[src/rtl/pio_hs_port.sv]
module pio_hs_port #(
  parameter int W = 8
) (
  input  logic         clk,
  input  logic         rst_n,
  input  logic         cs,
  input  logic         rnw,
  input  logic [1:0]   addr,
  input  logic [W-1:0] wdata,
  output logic [W-1:0] rdata,
  input  logic [W-1:0] pa_in,
  output logic [W-1:0] pa_oe,
  output logic [W-1:0] pa_out,
  input  logic [W-1:0] pb_in,
  output logic [W-1:0] pb_oe,
  output logic [W-1:0] pb_out,
  input  logic [1:0]   ovr_en,
  input  logic [1:0]   ovr_val,
  output logic         hs_n,
  input  logic         edge_in,
  input  logic         irq_en,
  input  logic         irq_clr,
  output logic         irq_n
);
  localparam logic [1:0] AD_A   = 2'd0;
  localparam logic [1:0] AD_B   = 2'd1;
  localparam logic [1:0] AD_DA  = 2'd2;
  localparam logic [1:0] AD_DB  = 2'd3;
  localparam int         LOW_W  = W - 2;

  logic [W-1:0] lat_a, lat_b, dir_a, dir_b;
  logic         wr_en, b_acc;
  logic         sy1, sy2, sy_prev, ev_fall, flag;

  assign wr_en = cs && !rnw;
  assign b_acc = cs && (addr == AD_B);

  always_ff @(posedge clk or negedge rst_n) begin
    if (!rst_n) begin
      lat_a <= '0;
      lat_b <= '0;
      dir_a <= '0;
      dir_b <= '0;
    end else if (wr_en) begin
      case (addr)
        AD_A:    lat_a <= wdata;
        AD_B:    lat_b <= wdata;
        AD_DA:   dir_a <= wdata;
        default: dir_b <= wdata;
      endcase
    end
  end

  always_comb begin
    rdata = '0;
    if (cs && rnw) begin
      case (addr)
        AD_A:    rdata = pa_in;
        AD_B:    rdata = pb_in;
        AD_DA:   rdata = dir_a;
        default: rdata = dir_b;
      endcase
    end
  end

  assign pa_oe  = dir_a;
  assign pa_out = lat_a;
  assign pb_oe  = {dir_b[W-1] | ovr_en[1], dir_b[W-2] | ovr_en[0], dir_b[LOW_W-1:0]};
  assign pb_out = {ovr_en[1] ? ovr_val[1] : lat_b[W-1],
                   ovr_en[0] ? ovr_val[0] : lat_b[W-2],
                   lat_b[LOW_W-1:0]};

  always_ff @(posedge clk or negedge rst_n) begin
    if (!rst_n) hs_n <= 1'b1;
    else        hs_n <= !b_acc;
  end

  always_ff @(posedge clk or negedge rst_n) begin
    if (!rst_n) begin
      sy1     <= 1'b1;
      sy2     <= 1'b1;
      sy_prev <= 1'b1;
    end else begin
      sy1     <= edge_in;
      sy2     <= sy1;
      sy_prev <= sy2;
    end
  end

  assign ev_fall = sy_prev && !sy2;

  always_ff @(posedge clk or negedge rst_n) begin
    if (!rst_n)       flag <= 1'b0;
    else if (ev_fall) flag <= 1'b1;
    else if (irq_clr) flag <= 1'b0;
  end

  assign irq_n = !(flag && irq_en);

  AST_HS_AFTER_B: assert property (@(posedge clk) disable iff (!rst_n)
    b_acc |=> !hs_n) else $error("hs_n not low after port B access");
  AST_HS_QUIET: assert property (@(posedge clk) disable iff (!rst_n)
    !b_acc |=> hs_n) else $error("hs_n low without port B access");
  AST_DIR_A_WRITE: assert property (@(posedge clk) disable iff (!rst_n)
    (wr_en && addr == AD_DA) |=> (pa_oe == $past(wdata))) else $error("direction write lost");
  AST_FLAG_HOLD: assert property (@(posedge clk) disable iff (!rst_n)
    (flag && !irq_clr) |=> flag) else $error("flag dropped without clear");
  AST_FLAG_SET: assert property (@(posedge clk) disable iff (!rst_n)
    ev_fall |=> flag) else $error("edge did not set flag");
endmodule

[config.mk]
export PLATFORM = sky130hd
export DESIGN_NAME = pio_hs_port
export DESIGN_NICKNAME = d
export VERILOG_FILES = /design/src/rtl/pio_hs_port.sv
export SDC_FILE = /design/constraint.sdc
export NUM_CORES = 1
export LEC_CHECK = 0
export ABC_AREA = 1
export BUFFER_PORTS_ARGS = -buffer_cell sky130_fd_sc_hd__buf_2
export CORE_MARGIN = 4
export CORE_UTILIZATION = 30
export DETAILED_ROUTE_END_ITERATION = 6
export HOLD_SLACK_MARGIN = 0.05
export PLACE_DENSITY_LB_ADDON = 0.3
export SLEW_MARGIN = 10
export SYNTH_ARGS = -nofsm -noshare
export SYNTH_HDL_FRONTEND = slang
export SYNTH_SLANG_ARGS = --single-unit
[constraint.sdc]
create_clock -name clk -period 1.2 [get_ports clk]
set_clock_uncertainty 0.2 [all_clocks]
set_input_delay 0.06 -clock clk [delete_from_list [all_inputs] [get_ports clk]]
set_output_delay 0.06 -clock clk [all_outputs]
set_load 0.05 [all_outputs]
==> out/results.ini <==
[outcome]
status = finished with violations
violations = negative setup slack

[sta]
rsz0062_at_grt = yes
setup_viol_count_final = 22
max_slew_margin = 0.798
drv_slew = 0
fmax_ghz = 0.669
period_needed_ps = 1490
hold_viol_final = 0
hold_ws_ps = 50.6
final.period_utilization = 1.25
tightest_slew_ps = 303
worst_slack_ps = -294

[routing]
dr.first_iter.drc_count = 70
wl_per_cell_um = 12.8
routed_wl_mm = 5.02
ant_nets = 0
drtPass1Iterations = 4
dr_total_vias = 1710
drc = 0
vias_per_cell = 4.35

[synth]
seq_area_frac_synth = 0.496
yosys_warnings = 0
netlist_area_mm2 = 0.00188
ys_seq_elements = 37
yosysUniqueCellTypes = 20
synthCells = 215
synthMuxAreaShare = 0.0120
synth_nets = 252
synth-compound-area-share = 0.140
yosysTopAreaCell = dfrtp_1
synth_top_family_by_area = simple AND/OR/NAND/NOR gates
synth_top_area_share = 0.440
synth.avg_cell_area_um2 = 8.73
synthXorXnorAreaFrac = 0
synth.area.top_cells = dfrtp_1 44%, nand2_1 10%, o21ai_2 7.0%
synthAdderAreaFrac = 0
synth_simple_gate_area_frac = 0.225

[placement]
dp_hpwl_mm = 3.61
gp_congestion = 0.896
postPlaceCellArea_mm2 = 0.00239
io_buffers = 78

[cells_and_area]
postLayoutCoreUtil = 0.499
final_nets = 354
layout_common_cells = 46 x nand2_1, 43 x buf_2, 25 x dfrtp_1
n_antenna_cell = 0
area_growth_pct = 59.1
stdcell_area_mm2 = 0.00299
final_common_cell = nand2_1
drive_above_1_share = 0.528

[power]
vdd_drop_max_mv = 0.730
leakage_nw = 1.50
power_density_mw_per_mm2 = 1510

[grt]
grt_pass1_wl_mm = 8.07
grt_pass1_vias = 1703
grt.overflow.total = 0
track_usage = 0.136
antenna_found_initial = 0
grt_max_degree = 38

[cts]
cts-root-buf = clkbuf_8
clockBufferDepth = 2
htree_levels = 2
cts.sinks = 37
cts_tree = yes
clock_latency_ps = 280
path_clk_slew_ps = 70
cts_buffers = 5

[die]
io_pins = 79
die_area_mm2 = 0.00759
rows = 28
core_mm2 = 0.00599
die_h_um = 87.1
initial_utilization = 0.313
die_w_um = 87.1

[critical_path]
crit_path_end_kind = primary output
critPathRequiredTime_ps = 940
start_kind = register
rrSetupSlack_ps = 70
crit_type = reg -> out
crit_arrival_ps = 1230
critPathMaxFanout = 2

[run]
maxCapViolCount = 0

[worst_hold_path]
hold_class = in -> reg

==> cell type report <==
class	instances	area (µm²)
Sequential cell	37	941
Multi-Input combinational cell	137	763
Clock inverter	1	5.00
Timing Repair Buffer	114	1010
Tap cell	75	93.8
Clock buffer	7	76.3
Inverter	22	101
Fill cell	576	3000
==> power breakdown <==
group	total, mW	internal, mW	switching, mW
clock	0.820	0.407	0.413
sequential	1.62	1.47	0.144
combinational	2.07	0.827	1.25
==> flip-flops by register name, indices dropped and copies added, names as in the netlist, 8 cells and up <==
name / flops
dir_b: 8
lat_b: 8
pa_oe: 8
pa_out: 8
==> logic make-up (layout without fill, tap and decap cells) <==
kind of cell,Yosys count,in the layout
multiplexers,2,2
AO/OA/AOI/OAI,41,41
flip-flops,37,37
buffers and inverters,41,144
AND/OR/NAND/NOR,94,94
==> critical path, stage by stage (launching register included) <==
cell and delay (ps):
dfrtp_2 420, nand3_2 90, nand3_2 90, nand2_2 110, clkinvlp_4 80, buf_6 150
==> final timing paths <==
kind	start	to	cells past startpoint
max in group asynchronous	rst_n	sy_prev	3
min	rnw	lat_b[7]	4
max	pa_oe[1]	rdata[1]	5
min reg2reg	sy1	sy2	0
min in group asynchronous	rst_n	lat_b[7]	3
max reg2reg	pa_oe[3]	pa_oe[3]	4
==> routing by layer <==
metal / global-route usage / up-vias / share of wire
met2: 0.222 / 64 / 0.46
met3: 0.0274 / 9 / 0.073
met4: 0.0460 / 0 / 0.016
met5: 0 / - / 0
li1: - / 881 / -
met1: 0.180 / 756 / 0.45
==> repair_timing <==
item                                   CTS  global route
pin swaps                                3             8
endpoints found under the hold margin   72             0
buffers inserted                         2             7
setup endpoints to repair               28            33
resized for setup                       89            21
hold buffers                            12             0
==> through the flow <==
step / TNS, ps / worst slack [ps] / power (mW) / cells
final: -2840 / -294 / 4.51 / 393
after global routing: -4180 / -365 / 4.79 / 393
after CTS: -3120 / -271 / 4.46 / 388
after detailed placement: -2230 / -148 / 3.26 / 367
after global placement: -1630 / -94.3 / 3.24 / 367
after floorplan: -752 / -99.0 / 2.85 / 215
==> synth_stat cells <==
| cell type | n |
|---|---|
| buf_2 | 1 |
| buf_4 | 12 |
| buf_6 | 5 |
| clkbuf_1 | 1 |
| dfrtp_1 | 33 |
| dfstp_2 | 4 |
| inv_1 | 20 |
| inv_2 | 2 |
| mux2_2 | 2 |
| nand2_1 | 51 |
| nand2_2 | 3 |
| nand2_4 | 2 |
| nand3_1 | 16 |
| nor2_1 | 17 |
| nor2_4 | 3 |
| o21ai_0 | 24 |
| o21ai_1 | 1 |
| o21ai_2 | 15 |
| o22ai_1 | 1 |
| or2_2 | 2 |
(Power assumes the default switching activity.)
